[config.mk]
export PLATFORM = sky130hd
export DESIGN_NAME = ssm_col_mult
export DESIGN_NICKNAME = d
export VERILOG_FILES = /design/src/rtl/ssm_pkg.sv /design/src/rtl/ssm_seq.sv /design/src/rtl/ssm_operand_stage.sv /design/src/rtl/ssm_pp_gen.sv /design/src/rtl/ssm_col_counter.sv /design/src/rtl/ssm_col_sum.sv /design/src/rtl/ssm_col_mult.sv
export SDC_FILE = /design/constraint.sdc
export NUM_CORES = 1
export LEC_CHECK = 0
export BUFFER_PORTS_ARGS = -buffer_cell sky130_fd_sc_hd__buf_2
export CORE_MARGIN = 2
export CORE_UTILIZATION = 40
export DETAILED_ROUTE_END_ITERATION = 16
export MAX_ROUTING_LAYER = met4
export PLACE_DENSITY_LB_ADDON = 0.2
export SLEW_MARGIN = 20
export SYNTH_ARGS = -nofsm -noshare
export SYNTH_HDL_FRONTEND = slang
export SYNTH_HIERARCHICAL = 1
export SYNTH_SLANG_ARGS = --single-unit
[constraint.sdc]
create_clock -name clk_i -period 10.7 [get_ports clk_i]
set_input_delay 1.605 -clock clk_i [delete_from_list [all_inputs] [get_ports clk_i]]
set_output_delay 1.605 -clock clk_i [all_outputs]
set_load 0.01 [all_outputs]
[src/rtl/ssm_pkg.sv]
package ssm_pkg;
  typedef enum logic [1:0] {
    ST_IDLE  = 2'd0,
    ST_LOAD  = 2'd1,
    ST_DRAIN = 2'd2,
    ST_SUM   = 2'd3
  } ssm_state_e;

  // bits of column c in an n x n matrix
  function automatic int col_cap(int n, int c);
    return (c + 1 < 2 * n - 1 - c) ? c + 1 : 2 * n - 1 - c;
  endfunction
endpackage

[src/rtl/ssm_seq.sv]
module ssm_seq import ssm_pkg::*; #(
  parameter int N  = 8,
  localparam int IW = (N > 1) ? $clog2(N) : 1
) (
  input  logic          clk_i,
  input  logic          rst_ni,
  input  logic          start_i,
  output logic          sample_en_o,
  output logic [IW-1:0] sample_idx_o,
  output logic          sum_en_o
);
  ssm_state_e   state_q;
  logic [IW-1:0] step_q;

  always_ff @(posedge clk_i or negedge rst_ni) begin
    if (!rst_ni) begin
      state_q <= ST_IDLE;
      step_q  <= '0;
    end else if (start_i) begin
      state_q <= ST_LOAD;
      step_q  <= '0;
    end else begin
      unique case (state_q)
        ST_LOAD: begin
          if (step_q == IW'(N - 1)) begin
            state_q <= ST_DRAIN;
            step_q  <= '0;
          end else begin
            step_q <= step_q + 1'b1;
          end
        end
        ST_DRAIN: state_q <= ST_SUM;
        ST_SUM:   state_q <= ST_IDLE;
        default:  state_q <= ST_IDLE;
      endcase
    end
  end

  assign sample_en_o  = (state_q == ST_LOAD) && !start_i;
  assign sample_idx_o = step_q;
  assign sum_en_o     = (state_q == ST_SUM) && !start_i;

  // the load phase lasts exactly N cycles
  assert_load_len_R3: assert property (@(posedge clk_i) disable iff (!rst_ni)
    (state_q == ST_DRAIN) |-> (step_q == '0));
endmodule

[src/rtl/ssm_operand_stage.sv]
module ssm_operand_stage #(
  parameter int N  = 8,
  localparam int IW = (N > 1) ? $clog2(N) : 1
) (
  input  logic          clk_i,
  input  logic          rst_ni,
  input  logic          clr_i,
  input  logic          sample_en_i,
  input  logic [IW-1:0] sample_idx_i,
  input  logic          a_bit_i,
  input  logic          b_bit_i,
  output logic          acc_en_o,
  output logic [IW-1:0] acc_idx_o,
  output logic          a_new_o,
  output logic          b_new_o,
  output logic [N-1:0]  a_hist_o,
  output logic [N-1:0]  b_hist_o
);
  logic          acc_en_q, a_new_q, b_new_q;
  logic [IW-1:0] idx_q;
  logic [N-1:0]  a_hist_q, b_hist_q;

  // stage 1: capture the incoming pair
  always_ff @(posedge clk_i or negedge rst_ni) begin
    if (!rst_ni) begin
      acc_en_q <= 1'b0;
      a_new_q  <= 1'b0;
      b_new_q  <= 1'b0;
      idx_q    <= '0;
    end else if (clr_i) begin
      acc_en_q <= 1'b0;
      a_new_q  <= 1'b0;
      b_new_q  <= 1'b0;
      idx_q    <= '0;
    end else begin
      acc_en_q <= sample_en_i;
      if (sample_en_i) begin
        a_new_q <= a_bit_i;
        b_new_q <= b_bit_i;
        idx_q   <= sample_idx_i;
      end
    end
  end

  // history written at the same edge the counters absorb the step
  always_ff @(posedge clk_i or negedge rst_ni) begin
    if (!rst_ni) begin
      a_hist_q <= '0;
      b_hist_q <= '0;
    end else if (clr_i) begin
      a_hist_q <= '0;
      b_hist_q <= '0;
    end else if (acc_en_q) begin
      a_hist_q[idx_q] <= a_new_q;
      b_hist_q[idx_q] <= b_new_q;
    end
  end

  assign acc_en_o  = acc_en_q;
  assign acc_idx_o = idx_q;
  assign a_new_o   = a_new_q;
  assign b_new_o   = b_new_q;
  assign a_hist_o  = a_hist_q;
  assign b_hist_o  = b_hist_q;

  // stored operands do not move outside accumulation
  assert_hist_hold_R9: assert property (@(posedge clk_i) disable iff (!rst_ni)
    (!acc_en_q && !clr_i) |=> ($stable(a_hist_q) && $stable(b_hist_q)));
endmodule

[src/rtl/ssm_pp_gen.sv]
module ssm_pp_gen #(
  parameter int N    = 8,
  localparam int IW   = (N > 1) ? $clog2(N) : 1,
  localparam int NCOL = 2 * N - 1
) (
  input  logic                 en_i,
  input  logic [IW-1:0]        idx_i,
  input  logic                 a_new_i,
  input  logic                 b_new_i,
  input  logic [N-1:0]         a_hist_i,
  input  logic [N-1:0]         b_hist_i,
  output logic [NCOL-1:0][1:0] inc_o
);
  always_comb begin
    for (int c = 0; c < NCOL; c++) begin
      inc_o[c] = 2'd0;
      if (en_i) begin
        for (int j = 0; j < N; j++) begin
          if (j < int'(idx_i) && c == int'(idx_i) + j) begin
            inc_o[c] = inc_o[c] + 2'(a_new_i & b_hist_i[j])
                                + 2'(a_hist_i[j] & b_new_i);
          end
        end
        if (c == 2 * int'(idx_i)) inc_o[c] = inc_o[c] + 2'(a_new_i & b_new_i);
      end
    end
  end
endmodule

[src/rtl/ssm_col_counter.sv]
module ssm_col_counter #(
  parameter int CW  = 4,
  parameter int CAP = 8
) (
  input  logic          clk_i,
  input  logic          rst_ni,
  input  logic          clr_i,
  input  logic [1:0]    inc_i,
  output logic [CW-1:0] cnt_o
);
  logic [CW-1:0] cnt_q;

  always_ff @(posedge clk_i or negedge rst_ni) begin
    if (!rst_ni)    cnt_q <= '0;
    else if (clr_i) cnt_q <= '0;
    else            cnt_q <= cnt_q + CW'(inc_i);
  end

  assign cnt_o = cnt_q;

  assert_col_bound_R7: assert property (@(posedge clk_i) disable iff (!rst_ni)
    int'(cnt_q) <= CAP);
  assert_step_growth_R8: assert property (@(posedge clk_i) disable iff (!rst_ni)
    !clr_i |=> (cnt_q >= $past(cnt_q)) && ((cnt_q - $past(cnt_q)) <= CW'(2)));
endmodule

[src/rtl/ssm_col_sum.sv]
module ssm_col_sum #(
  parameter int N    = 8,
  parameter int CW   = 4,
  localparam int NCOL = 2 * N - 1,
  localparam int PW   = 2 * N
) (
  input  logic [NCOL-1:0][CW-1:0] cnt_i,
  output logic [PW-1:0]           sum_o
);
  always_comb begin
    sum_o = '0;
    for (int c = 0; c < NCOL; c++) sum_o = sum_o + (PW'(cnt_i[c]) << c);
  end
endmodule

[src/rtl/ssm_col_mult.sv]
module ssm_col_mult import ssm_pkg::*; #(
  parameter int N = 8,
  localparam int PW = 2 * N
) (
  input  logic          clk_i,
  input  logic          rst_ni,
  input  logic          start_i,
  input  logic          a_bit_i,
  input  logic          b_bit_i,
  output logic [PW-1:0] product_o,
  output logic          done_o
);
  localparam int IW   = (N > 1) ? $clog2(N) : 1;
  localparam int NCOL = 2 * N - 1;
  localparam int CW   = $clog2(N + 1);

  logic          sample_en, sum_en, acc_en, a_new, b_new;
  logic [IW-1:0] sample_idx, acc_idx;
  logic [N-1:0]  a_hist, b_hist;
  logic [NCOL-1:0][1:0]    col_inc;
  logic [NCOL-1:0][CW-1:0] col_cnt;
  logic [PW-1:0] col_total, product_q;
  logic          done_q;

  ssm_seq #(.N(N)) u_seq (
    .clk_i, .rst_ni, .start_i,
    .sample_en_o (sample_en),
    .sample_idx_o(sample_idx),
    .sum_en_o    (sum_en)
  );

  ssm_operand_stage #(.N(N)) u_ops (
    .clk_i, .rst_ni,
    .clr_i       (start_i),
    .sample_en_i (sample_en),
    .sample_idx_i(sample_idx),
    .a_bit_i, .b_bit_i,
    .acc_en_o    (acc_en),
    .acc_idx_o   (acc_idx),
    .a_new_o     (a_new),
    .b_new_o     (b_new),
    .a_hist_o    (a_hist),
    .b_hist_o    (b_hist)
  );

  ssm_pp_gen #(.N(N)) u_pp (
    .en_i    (acc_en),
    .idx_i   (acc_idx),
    .a_new_i (a_new),
    .b_new_i (b_new),
    .a_hist_i(a_hist),
    .b_hist_i(b_hist),
    .inc_o   (col_inc)
  );

  for (genvar c = 0; c < NCOL; c++) begin : g_col
    ssm_col_counter #(.CW(CW), .CAP(col_cap(N, c))) u_cnt (
      .clk_i, .rst_ni,
      .clr_i(start_i),
      .inc_i(col_inc[c]),
      .cnt_o(col_cnt[c])
    );
  end

  ssm_col_sum #(.N(N), .CW(CW)) u_sum (
    .cnt_i(col_cnt),
    .sum_o(col_total)
  );

  always_ff @(posedge clk_i or negedge rst_ni) begin
    if (!rst_ni) begin
      product_q <= '0;
      done_q    <= 1'b0;
    end else begin
      done_q <= sum_en;
      if (sum_en) product_q <= col_total;
    end
  end

  assign product_o = product_q;
  assign done_o    = done_q;

  assert_done_pulse_R5: assert property (@(posedge clk_i) disable iff (!rst_ni)
    done_o |=> !done_o);
  assert_product_hold_R6: assert property (@(posedge clk_i) disable iff (!rst_ni)
    (product_o != $past(product_o)) |-> done_o);
  assert_cnt_idle_R8: assert property (@(posedge clk_i) disable iff (!rst_ni)
    (!start_i && !acc_en) |=> $stable(col_cnt));
endmodule

==> impl_metrics.tcl <==
set metrics [dict create \
    cts_hold_buf 0 \
    synth_area_per_cell_um2 10.0 \
    maxCapViolCount 0 \
    gr-total-overflow 0 \
    yosysWarnings 6 \
    cts-root-buf "clkbuf_16" \
    antenna_found_initial 0 \
    maxSlewHeadroom_pct 42.8 \
    grtUsageMet3_pct 3.60 \
    dieArea_mm2 0.0263 \
    power_frac_seq_pct 43.7 \
    drv_slew 0 \
    start_util_pct 41.0 \
    startpoint_type "register" \
    path_clk_slew_ns 0.07 \
    dp_hpwl_um 18900 \
    cts_resized 0 \
    max_freq_mhz 122 \
    crit_required_ns 10.98 \
    dp_cells 1317 \
    cts_buffers 9 \
    wire_per_inst_um 19.4 \
    clkSinkCount 99 \
    port_buffers 21 \
    ios 22 \
    fin_crit_sh_pct 76.3 \
    use_met2_pct 33.8 \
    cp_max_fo 23 \
    post_synth_inst_count 1001 \
    cts_tree "yes" \
    crit_type "register to register" \
    grt_pass1_wl_um 43100 \
    vias 7338 \
    status "finished, final reports clean" \
    max_stage_delay_ns 0.83 \
    met1_usage_pct 28.9 \
    rows 57 \
    nNetsFinal 1184 \
    grt_pass1_vias 7796 \
    fin_skew_ns 0.0128 \
    setup_viol 0 \
    dieWidth_um 162 \
    place_congestion 0.950 \
    min_path_type "register to register" \
    finalCriticalPeriod_ns 8.17 \
    vdd_drop_max_mv 0.0765 \
    core-area_mm2 0.0245 \
    cpMostUsedCell "fa_1" \
    clock_latency_ns 0.36 \
    worstMarginPinSlew_ns 0.858 \
    share_comb_of_total_power_pct 20.8 \
    layout.cells.non_filler 1333 \
    ant_nets 0 \
    grt_use_total_pct 21.8 \
    cts.htree.levels 3 \
    finalWirelength_um 25900 \
    die_h_um 162 \
    power.density_mw_per_mm2 86.4 \
    power_frac_clock_pct 35.5 \
    busiest_layer "met2" \
    setup_tns_ns 0 \
    diodes 0 \
    power.switching_uw 304 \
    rsz0062_at_grt "no" \
    crit_path_top_delay_cell "ha_1" \
    post_cts_buffers 0 \
    viasPerCell 5.50 \
    cts_max_path_buffers 2 \
    drive_above_1_share_pct 10.5 \
    initialDrtViolationCount 601 \
    sw_frac_of_total_pct 32.9 \
    detail_route.first_pass.iterations 7 \
    p_total_uw 924 \
    grt_start_max_net_pins 62 \
    syn2layout_area_growth_pct 6.73 \
    endpoint_kind "register" \
    drc 0 \
    leakagePower_uw 0.00515 \
    arrival_ns 8.45 \
    synth_area_mm2 0.0100 \
    hold_viol_final 0 \
    internal-power_uw 620 \
]
## through the flow
stage | setup slack (ns) | hold WS, ns | cell area [um2] | utilization [%]
final | 2.53 | 0.503 | 10700 | 43.7
after detailed placement | 2.69 | 0.492 | 10400 | 42.6
after global routing | 1.94 | 0.522 | 10700 | 43.7
after floorplan | 3.22 | 0.512 | 10000 | -
after global placement | 2.85 | 0.485 | 10400 | 42.6
after CTS | 2.62 | 0.510 | 10700 | 43.7
## routing by layer
layer	wire (um)	share of wire [%]
met1	12100	47
met2	11800	46
met3	1210	4.7
met4	820	3.2
met5	0	0
## sequential cells by signal (all words and copies together), names as in the netlist
register,count
u_ops/acc_idx_o,3
u_ops/a_hist_o,7
done_o,1
u_seq/sample_idx_o,3
u_seq/state_q,2
g_col.u_cnt/cnt_o,57
u_ops/acc_en_o,1
u_ops/a_new_o,1
u_ops/b_hist_o,7
u_ops/b_new_o,1
product_o,16
## cell type report
cell class / instances / area (um2)
repair buffers: 36 / 220
clock buffers: 10 / 229
inverters: 84 / 315
well taps: 324 / 405
multi-input cells: 774 / 6990
flip-flops and latches: 99 / 2480
fillers: 2362 / 13800
clock inverters: 6 / 57.6
## power groups by stage
stage	Combinational, uW	Clock (uW)	Sequential (uW)
2_1_floorplan	134	0	413
3_3_place_gp	193	0	411
3_5_place_dp	193	0	412
4_1_cts	194	342	404
5_1_grt	212	353	407
6_report	193	328	404
## path summary, 6_finish.rpt
check / from / end / slack, ns / cells after the start
max in group asynchronous: rst_ni / g_col[10].u_cnt/cnt_o[1] / 8.29 / 2
max reg2reg: u_ops/acc_idx_o[2] / g_col[7].u_cnt/cnt_o[3] / 2.53 / 29
min reg2reg: product_o[3] / product_o[3] / 0.50 / 1
max: u_ops/acc_idx_o[2] / g_col[7].u_cnt/cnt_o[3] / 2.53 / 29
min in group asynchronous: rst_ni / g_col[0].u_cnt/cnt_o[0] / 1.22 / 1
min: product_o[3] / product_o[3] / 0.50 / 1
## worst max-delay path: cells and delay by family (launching register included)
family                     cells  cell delay (ns)
DFF                            1             0.38
adders and majority gates      8             3.90
muxes                          1             0.30
and+or+nand+nor                9             1.70
AOI/OAI and AO/OA              7             0.90
xor gates and xnor gates       1             0.34
buffers and inverters          3             0.58
## placed cells by master, fill, tap and decap left out, types with 4 or more instances in the layout
cell type and count:
dfrtp_1 99, fa_1 98, inv_1 84, ha_1 77, nor2_1 69, nand2_1 56, a21oi_1 44, nor2b_1 43
xnor2_1 34, o21ai_0 29, nand3_1 29, mux2i_1 27, nand2b_1 26, buf_2 20, or3_1 17, nor3_1 17
buf_4 16, mux2_2 12, and3_1 11, mux2_4 10, clkbuf_16 9, nand4_1 9, xor2_1 9, a31oi_1 8
a32oi_1 7, nand4bb_1 6, nand4b_1 6, and2_1 6, nor3b_1 6, or2_2 5, nor4b_1 5, o21a_1 5
nand3b_1 4, a22oi_1 4, a31o_2 4, nor4_1 4, o32ai_1 4
No activity file was read; power rests on OpenSTA's default activity.
